--- src/rtl/spi_pkg.sv ---
package spi_pkg;
  localparam int WORD_W = 32;
  localparam int LEN_W  = $clog2(WORD_W);

  typedef enum logic [2:0] {
    RA_SET1 = 3'd0, RA_SET2 = 3'd1, RA_CTRL = 3'd2, RA_STAT = 3'd3,
    RA_TXL  = 3'd4, RA_TXH  = 3'd5, RA_RXL  = 3'd6, RA_RXH  = 3'd7
  } reg_idx_e;

  typedef enum logic [2:0] {
    ST_IDLE, ST_LEAD, ST_SHIFT, ST_TRAIL, ST_GUARD
  } eng_state_e;

  // index of the final (falling) clock edge for a length-minus-one code
  function automatic logic [LEN_W:0] last_edge(input logic [LEN_W-1:0] len_m1);
    return {len_m1, 1'b1};
  endfunction

  // true when device number dev owns chip select idx
  function automatic logic dev_owns(input logic [2:0] dev, input int idx);
    return int'(dev) == idx;
  endfunction
endpackage

--- src/rtl/spi_clkdiv.sv ---
module spi_clkdiv #(
  parameter int DIV_W = 8
) (
  input  logic             clk,
  input  logic             rst_n,
  input  logic             run,
  input  logic [DIV_W-1:0] div,
  output logic             tick
);
  logic [DIV_W-1:0] cnt_q;

  assign tick = run && (cnt_q == div);

  always_ff @(posedge clk or negedge rst_n) begin
    if (!rst_n)             cnt_q <= '0;
    else if (!run || tick)  cnt_q <= '0;
    else                    cnt_q <= cnt_q + 1'b1;
  end
endmodule

--- src/rtl/spi_cs_decode.sv ---
module spi_cs_decode import spi_pkg::*; #(
  parameter int NUM_CS = 5
) (
  input  logic              active,
  input  logic [2:0]        dev,
  output logic [NUM_CS-1:0] cs_n
);
  for (genvar i = 0; i < NUM_CS; i++) begin : g_cs
    assign cs_n[i] = ~(active && dev_owns(dev, i));
  end
endmodule

--- src/rtl/spi_shift_engine.sv ---
module spi_shift_engine import spi_pkg::*; #(
  parameter int GUARD_HALVES = 14
) (
  input  logic              clk,
  input  logic              rst_n,
  input  logic              start,
  input  logic              start_rw,
  input  logic [LEN_W-1:0]  len_m1,
  input  logic [WORD_W-1:0] tx_word,
  input  logic              tick,
  input  logic              miso,
  output logic              busy,
  output logic              cs_active,
  output logic              sclk,
  output logic              mosi,
  output logic [WORD_W-1:0] rx_word,
  output logic              done,
  output logic              done_rw
);
  localparam int GW = $clog2(GUARD_HALVES + 1);

  eng_state_e        state_q;
  logic [LEN_W:0]    edge_q, last_q;
  logic [GW-1:0]     guard_q;
  logic              rw_q, sclk_q;
  logic [WORD_W-1:0] sh_q, rx_q;

  assign busy      = (state_q != ST_IDLE);
  assign cs_active = (state_q == ST_LEAD) || (state_q == ST_SHIFT) || (state_q == ST_TRAIL);
  assign sclk      = sclk_q;
  assign mosi      = sh_q[WORD_W-1];
  assign rx_word   = rx_q;
  assign done      = (state_q == ST_TRAIL) && tick;
  assign done_rw   = done && rw_q;

  always_ff @(posedge clk or negedge rst_n) begin
    if (!rst_n) begin
      state_q <= ST_IDLE;
      edge_q  <= '0;
      last_q  <= '0;
      guard_q <= '0;
      rw_q    <= 1'b0;
      sclk_q  <= 1'b0;
      sh_q    <= '0;
      rx_q    <= '0;
    end else begin
      case (state_q)
        ST_IDLE: if (start) begin
          state_q <= ST_LEAD;
          sh_q    <= tx_word;
          rw_q    <= start_rw;
          last_q  <= last_edge(len_m1);
          if (start_rw) rx_q <= '0;
        end
        ST_LEAD: if (tick) begin
          sclk_q  <= 1'b1;
          if (rw_q) rx_q <= {rx_q[WORD_W-2:0], miso};
          edge_q  <= 1;
          state_q <= ST_SHIFT;
        end
        ST_SHIFT: if (tick) begin
          edge_q <= edge_q + 1'b1;
          if (edge_q[0]) begin
            sclk_q <= 1'b0;
            sh_q   <= sh_q << 1;
            if (edge_q == last_q) state_q <= ST_TRAIL;
          end else begin
            sclk_q <= 1'b1;
            if (rw_q) rx_q <= {rx_q[WORD_W-2:0], miso};
          end
        end
        ST_TRAIL: if (tick) begin
          state_q <= ST_GUARD;
          guard_q <= '0;
        end
        ST_GUARD: if (tick) begin
          if (guard_q == GW'(GUARD_HALVES - 1)) state_q <= ST_IDLE;
          else guard_q <= guard_q + 1'b1;
        end
        default: state_q <= ST_IDLE;
      endcase
    end
  end
endmodule

--- src/rtl/spi_master_regs.sv ---
module spi_master_regs import spi_pkg::*; #(
  parameter int NUM_CS       = 5,
  parameter int DIV_W        = 8,
  parameter int GUARD_HALVES = 14
) (
  input  logic              clk,
  input  logic              rst_n,
  input  logic              bus_wr,
  input  logic              bus_rd,
  input  logic [2:0]        bus_addr,
  input  logic [15:0]       bus_wdata,
  output logic [15:0]       bus_rdata,
  output logic              irq,
  output logic              spi_sclk,
  output logic              spi_mosi,
  input  logic              spi_miso,
  output logic [NUM_CS-1:0] spi_cs_n
);
  logic             clk_en_q, mask_w_q, mask_rw_q;
  logic [DIV_W-1:0] div_cfg_q, div_run_q;
  logic [9:0]       ctrl_q;
  logic [15:0]      tx_lo_q, tx_hi_q;
  logic [2:0]       dev_q;
  logic             stat_re, stat_we;

  // named internal events
  logic              eng_busy, cs_active, div_tick, xfer_done, xfer_done_rw;
  logic              start_accept, stat_read;
  logic [WORD_W-1:0] rx_word;

  assign start_accept = bus_wr && (bus_addr == RA_CTRL) && !eng_busy && clk_en_q
                        && (bus_wdata[0] || bus_wdata[1]);
  assign stat_read    = bus_rd && (bus_addr == RA_STAT);

  always_ff @(posedge clk or negedge rst_n) begin
    if (!rst_n) begin
      clk_en_q  <= 1'b0;
      mask_w_q  <= 1'b0;
      mask_rw_q <= 1'b0;
      div_cfg_q <= '0;
      div_run_q <= '0;
      ctrl_q    <= '0;
      tx_lo_q   <= '0;
      tx_hi_q   <= '0;
      dev_q     <= '0;
    end else begin
      if (bus_wr) begin
        case (bus_addr)
          RA_SET1: begin
            clk_en_q  <= bus_wdata[0];
            mask_w_q  <= bus_wdata[4];
            mask_rw_q <= bus_wdata[5];
          end
          RA_SET2: div_cfg_q <= bus_wdata[DIV_W-1:0];
          RA_TXL:  tx_lo_q   <= bus_wdata;
          RA_TXH:  tx_hi_q   <= bus_wdata;
          default: ;
        endcase
      end
      if (start_accept) begin
        ctrl_q    <= bus_wdata[9:0];
        dev_q     <= bus_wdata[9:7];
        div_run_q <= div_cfg_q;
      end
    end
  end

  always_ff @(posedge clk or negedge rst_n) begin
    if (!rst_n) begin
      stat_re <= 1'b0;
      stat_we <= 1'b0;
    end else begin
      stat_re <= (stat_re && !stat_read) || xfer_done_rw;
      stat_we <= (stat_we && !stat_read) || (xfer_done && !xfer_done_rw);
    end
  end

  assign irq = (stat_re && !mask_rw_q) || (stat_we && !mask_w_q);

  always_comb begin
    case (bus_addr)
      RA_SET1: bus_rdata = {10'b0, mask_rw_q, mask_w_q, 3'b0, clk_en_q};
      RA_SET2: bus_rdata = 16'(div_cfg_q);
      RA_CTRL: bus_rdata = {6'b0, ctrl_q};
      RA_STAT: bus_rdata = {14'b0, stat_we, stat_re};
      RA_TXL:  bus_rdata = tx_lo_q;
      RA_TXH:  bus_rdata = tx_hi_q;
      RA_RXL:  bus_rdata = rx_word[15:0];
      default: bus_rdata = rx_word[31:16];
    endcase
  end

  spi_clkdiv #(.DIV_W(DIV_W)) u_div (
    .clk(clk), .rst_n(rst_n), .run(eng_busy), .div(div_run_q), .tick(div_tick)
  );

  spi_shift_engine #(.GUARD_HALVES(GUARD_HALVES)) u_eng (
    .clk(clk), .rst_n(rst_n),
    .start(start_accept), .start_rw(bus_wdata[0]),
    .len_m1(bus_wdata[6:2]), .tx_word({tx_hi_q, tx_lo_q}),
    .tick(div_tick), .miso(spi_miso),
    .busy(eng_busy), .cs_active(cs_active),
    .sclk(spi_sclk), .mosi(spi_mosi), .rx_word(rx_word),
    .done(xfer_done), .done_rw(xfer_done_rw)
  );

  spi_cs_decode #(.NUM_CS(NUM_CS)) u_cs (
    .active(cs_active), .dev(dev_q), .cs_n(spi_cs_n)
  );
endmodule

--- config.mk ---
export PLATFORM = sky130hd
export DESIGN_NAME = spi_master_regs
export DESIGN_NICKNAME = d
export VERILOG_FILES = /design/src/rtl/spi_pkg.sv /design/src/rtl/spi_clkdiv.sv /design/src/rtl/spi_cs_decode.sv /design/src/rtl/spi_shift_engine.sv /design/src/rtl/spi_master_regs.sv
export SDC_FILE = /design/constraint.sdc
export NUM_CORES = 1
export LEC_CHECK = 0
export BUFFER_PORTS_ARGS = -buffer_cell sky130_fd_sc_hd__buf_2
export CAP_MARGIN = 25
export CORE_MARGIN = 2
export CORE_UTILIZATION = 39
export DETAILED_ROUTE_END_ITERATION = 8
export GPL_TIMING_DRIVEN = 0
export MAX_ROUTING_LAYER = met4
export PLACE_DENSITY_LB_ADDON = 0.2
export REMOVE_ABC_BUFFERS = 1
export SLEW_MARGIN = 15
export SYNTH_ARGS = -nofsm -noshare
export SYNTH_HDL_FRONTEND = slang
export SYNTH_SLANG_ARGS = --single-unit
--- constraint.sdc ---
create_clock -name clk -period 1.9 [get_ports clk]
set_input_delay 0.285 -clock clk [delete_from_list [all_inputs] [get_ports clk]]
set_output_delay 0.285 -clock clk [all_outputs]
set_load 0.05 [all_outputs]
# Yosys cells after proc, flatten, opt, wreduce, memory -nomap -nowiden
# Cells that the tools add are included.
[op_classes]
addsub = 3
n_eq_ne = 28
mux = 33
n_bitwise = 5
reduce_logical = 48
[op_table]
columns = ["operator", "n"]
rows = [
  ["$mux 32", 9],
  ["$pmux 16 s7", 1],
  ["$pmux 32 s3", 1],
  ["$pmux 32 s2", 1],
  ["$mux 3", 8],
  ["$eq 3x3->1 const B", 7],
  ["$logic_and 1x1->1", 18],
  ["$ne 2x2->1 const B", 9],
  ["$eq 3x2->1 const B", 5],
  ["$pmux 3 s5", 1],
  ["$mux 4", 3],
  ["$mux 6", 2],
  ["$pmux 6 s2", 1],
  ["$reduce_and 2->1", 5],
  ["$logic_not 3->1", 3],
  ["$add 8x1->8 const B", 1],
  ["$eq 8x8->1", 1],
  ["$mux 8", 1],
  ["$pmux 4 s2", 1],
  ["$reduce_and 4->1", 2],
  ["$reduce_and 8->1", 1],
  ["$logic_or 1x1->1", 7],
  ["$add 6x1->6 const B", 1],
  ["$eq 3x1->1 const B", 2],
  ["other kinds (12)", 26],
]
[totals]
regBits = 159
input_bits = 24
out_inout_bits = 24

# Longest topological paths before layout
[depth]
depth_word = 7
depth_mapped = 9
ltp_nobuf = 7

# Hierarchy
# A second synthesis with hierarchy kept.
[hier_totals]
cells_unflattened = 662
area_unflattened_um2 = 7773.7
[modules_own_cells]
columns = ["module", "n_inst", "cells_each", "area_each_um2", "seq_area_each_um2"]
rows = [
  ["spi_shift_engine", 1, 371, 3993.8, 2102.0],
  ["spi_master_regs", 1, 240, 3226.8, 1576.5],
  ["spi_clkdiv", 1, 46, 500.5, 200.2],
  ["spi_cs_decode", 1, 5, 52.6, 0.0],
]

# Worst setup path after synthesis
# No wires, ideal clock.
[synth_timing]
kind = "input port to output port"
startpoint = "input port bus_addr[0]"
endpoint = "output port bus_rdata[4]"
arrival_ns = 2.061
required_time_ns = 1.615
setup_slack_ns = -0.446
path_stages = 7
cell_sequence = "buf_2 -> clkbuf_1 -> buf_2 -> nor2_1 -> o22ai_1 -> o21ai_0 -> a21oi_1"
[synth_via]
elab_chain_cells = 2
elab_cells_between_ends = 8
cone_classes = "eq/ne (6); mux (1); reduce/logical (1)"
[synth_lines]
columns = ["item", "line", "source"]
rows = [
  ["start: declaration", "spi_master_regs.sv:10", "input logic [2:0] bus_addr,"],
  ["$eq 3x3->1 (tied with other cells)", "spi_master_regs.sv:81", "case (bus_addr)"],
  ["$pmux 16 s7 (*)", "spi_master_regs.sv:81", ""],
  ["end: declaration", "spi_master_regs.sv:12", "output logic [15:0] bus_rdata,"],
]
# Mark *: on every way between the ends. The rest lies on a longest branch, timed or not.

# Worst setup path after layout
[layout_timing]
startpoint = "register div_run_q[6]"
endpoint = "register u_eng.rx_q[26] (netlist: u_eng.rx_word[26])"
[layout_via]
elab_chain_cells = 4
elab_cells_between_ends = 5
cone_classes = "eq/ne (3); reduce/logical (2)"
[layout_lines]
columns = ["item", "line", "source"]
rows = [
  ["start: declaration", "spi_master_regs.sv:20", "logic [DIV_W-1:0] div_cfg_q, div_run_q;"],
  ["start signal: assignment", "spi_master_regs.sv:63", "div_run_q <= div_cfg_q;"],
  ["$eq 8x8->1 (*)", "spi_clkdiv.sv:12", "assign tick = run && (cnt_q == div);"],
  ["$logic_and 1x1->1 (*)", "spi_clkdiv.sv:12", ""],
  ["$ne 2x2->1 (no source line)", "n/a", ""],
  ["$reduce_and 6->1 (no source line) (*)", "n/a", ""],
  ["end signal: assignment", "spi_shift_engine.sv:57", "if (rw_q) rx_q <= {rx_q[WORD_W-2:0], miso};"],
  ["end signal: assignment", "spi_shift_engine.sv:69", "if (rw_q) rx_q <= {rx_q[WORD_W-2:0], miso};"],
  ["end: declaration", "spi_shift_engine.sv:26", "logic [WORD_W-1:0] sh_q, rx_q;"],
]
# Marked as above.
# A chain may end at the register's enable or synchronous reset.

==> results.cfg <==
[floorplan]
ios = 48
start_util_pct = 39.50
fp.dieArea_sq_um = 19930
rows = 50
die_h_microns = 141.2
core_area_sq_um = 18580
fp.dieW_microns = 141.2

[synth]
syn_area_sq_um = 7340
ys_ff_latch = 155
yosysSeqAreaShare_pct = 52.85
yosys_most_used_dff = dfrtp_1
yosys_warnings = 0
synth_top_area_share_pct = 52.85
avgSynthCellArea_sq_um = 11.29
synth_edf_count = 0
ys_types = 63
synth_area_leaders = dfrtp_1 53%, a22o_1 7.9%, mux2_2 6.9%
syn_inst = 650
synth_top_area_cell = dfrtp_1
async_flop_share_pct = 100.0

[min_path]
holdPathEnd = ctrl_q[8]
min_from = bus_wdata[8]
hp-class = in -> reg
whs_path_depth = 3

[critical_path]
reg2reg_slack_ns = -0.16
crit_chain = xor2_2 -> nor4_4 -> buf_6 -> and2_4 -> buf_6 -> o21ai_4 -> clkbuf_16 -> a22o_1
crit_buf_inv = 3
criticalPathCategory = reg -> reg
cp-end-kind = register
critPathTopFamily = buffers and inverters
cp_max_fo = 7
cp.arrival_ns = 2.37
crit_path_max_incr_delay_ns = 0.40
rr_endpoint = u_eng.rx_word[26]
crit_path_frequent_cell = buf_6
critPathRequiredTime_ns = 2.22
cp-start-kind = register
worst_r2r_path_depth = 8
cpMaxStageDelayCell = dfrtp_1
r2r_start = div_run_q[6]

[routing]
viasPerCell = 5.761
vias = 5801
routed_wl_microns = 21810
drt-pass1-iter-count = 5
drt-initial-drc-count = 504
drc = 0
wire_per_inst_microns = 21.65
ant_nets = 0

[sta]
setup_viol = 62
grt_setup_unrepaired = true
relSlewSlack_pct = 42.04
whs_ns = 0.08558
fin_skew_ns = 0.01112
layout_setup_ws_ns = -0.1553
report.final.hold_viol_count = 0
max_freq_ghz = 0.4865
tightest_slew_ns = 0.8655
drv_slew = 0
period_minus_slack_ns = 2.055
timing.final.crit_share_pct = 108.2

[placement]
portBuffers = 47
hpwl_microns = 12550
placed_area_sq_um = 7775
gp_congestion = 0.8388

[cts]
numCtsBuffers = 17
insertion_delay_ns = 0.43
cts.sinks = 155
clkTransAtPathRegs_ns = 0.06
cts-htree-levels = 4
root_buffer = clkbuf_16
clock_path_buffers = 2
cts_tree = built

[final_layout]
fin_nets = 788
syn_to_final_growth_pct = 31.66
diodes = 0
final_cell_mix = 148 x dfrtp_1, 82 x nand2_1, 66 x a22o_1
finalInstanceArea_sq_um = 9663
final_common_cell = dfrtp_1
drive_above_1_share_pct = 36.87

[global_routing]
antenna_found_initial = 0
grt_pass1_vias = 5826
grt_overflow = 0
grt_max_degree = 104
grtUsageTotal_pct = 22.33
grt_pass1_wl_microns = 32820

[status]
violations = setup timing
status = complete, but fails checks

[power_and_ir_drop]
p_per_area_nw_per_um2 = 829.0
max-vdd-ir-drop_uv = 579.8
p_leak_nw = 4.791

[run]
drv_cap = 0
per-stage QoR:
stage,utilization (%),power [mW],TNS (ns),std cells,worst slack (ns)
final,52.01,8.011,-5.204,1007,-0.1553
after global routing,52.01,8.324,-9.948,1007,-0.2131
after CTS,49.70,8.051,-1.848,983,-0.1265
after detailed placement,41.85,4.491,-120.82,892,-1.255
after global placement,40.97,4.449,-467.61,886,-1.836
after floorplan,-,4.155,-36.78,605,-0.5142
synthesized netlist by cell type (4+ instances only):
library cell  instances
o22ai_1               4
buf_4                 7
a22o_1               66
o21ai_0              21
nor2_1               28
nand2_1              84
nand3_1              16
xor2_1               17
nor3_1                6
clkbuf_1              9
buf_6                 4
and2_1                7
a21oi_1              15
nor2b_1               7
buf_2                24
mux2_2               45
mux4_2                7
inv_1                10
a21o_1               34
a311oi_1              5
and3_1                4
a221oi_1              4
ha_1                  4
dfrtp_1             155
mux2i_1               9
xnor2_1               4
layout make-up:
type | count | area [sq um]
clock inverter | 12 | 140.1
timing repair buffer | 133 | 1331
tap | 234 | 292.8
fill | 1586 | 8917
multi-input combinational | 442 | 3513
clock buffer | 20 | 446.7
sequential | 155 | 3890
inverter | 11 | 48.80
worst max path at each step:
stage / from / depth (start not counted) / slack [ns] / to
4_1_cts: tx_lo_q[9] / 5 / -0.13 / bus_rdata[9]
2_1_floorplan: u_div.cnt_q[2] / 5 / -0.51 / u_eng.rx_word[0]
3_3_place_gp: bus_addr[1] / 6 / -1.84 / ctrl_q[2]
5_1_grt: div_run_q[1] / 8 / -0.21 / u_eng.rx_word[26]
3_5_place_dp: bus_addr[2] / 5 / -1.25 / tx_lo_q[8]
6_report: div_run_q[6] / 8 / -0.16 / u_eng.rx_word[26]
metal layers:
metal  vias up  share of wire (%)  global-route usage (%)  routed length, microns
li1       2597                  -                       -                       -
met1      2983                 43                   28.96                    9363
met2       183                 49                   34.41                   10720
met3        38                5.1                   4.721                    1117
met4         0                2.8                   8.895                     606
met5         -                  0                       -                       0
cells by family (layout without fill, tap and decap cells):
family                     Yosys count  in the layout  share of synthesized area [%]
AOI/OAI and AO/OA                  173            173                          17.81
xor gates and xnor gates            21             21                          2.506
adders and majority gates            4              4                         0.6819
muxes                               61             61                          10.28
buffers and inverters               56            176                          4.040
DFF                                155            155                          52.85
and+or+nand+nor                    180            183                          11.83
where the power goes:
group / internal (mW) / total (mW) / switching [mW] / leakage (nW)
Clock: 1.98 / 3.37 / 1.38 / 0.277
Combinational: 0.476 / 0.981 / 0.505 / 2.46
Sequential: 3.50 / 3.66 / 0.160 / 2.05
sequential cells by signal (all words and copies together) (netlist names), 8 cells and up:
name           cells
u_div.cnt_q        8
tx_hi_q           16
ctrl_q            10
u_eng.sh_q        32
tx_lo_q           16
div_cfg_q          8
div_run_q          8
u_eng.rx_word     32
worst min-delay path, delay by kind of cell:
kind	cells	cell delay (ns)
buffers and inverters	1	0.10
and+or+nand+nor	2	0.10
timing repair:
item | CTS | global route
resized for setup | 104 | 36
hold endpoints to repair | 52 | 0
pin swaps | 38 | 65
hold buffers | 1 | 0
buffers inserted | 54 | 18
gates cloned | 4 | 8
setup endpoints to repair | 172 | 115
Note: power is estimated with default switching activity, not from simulation.
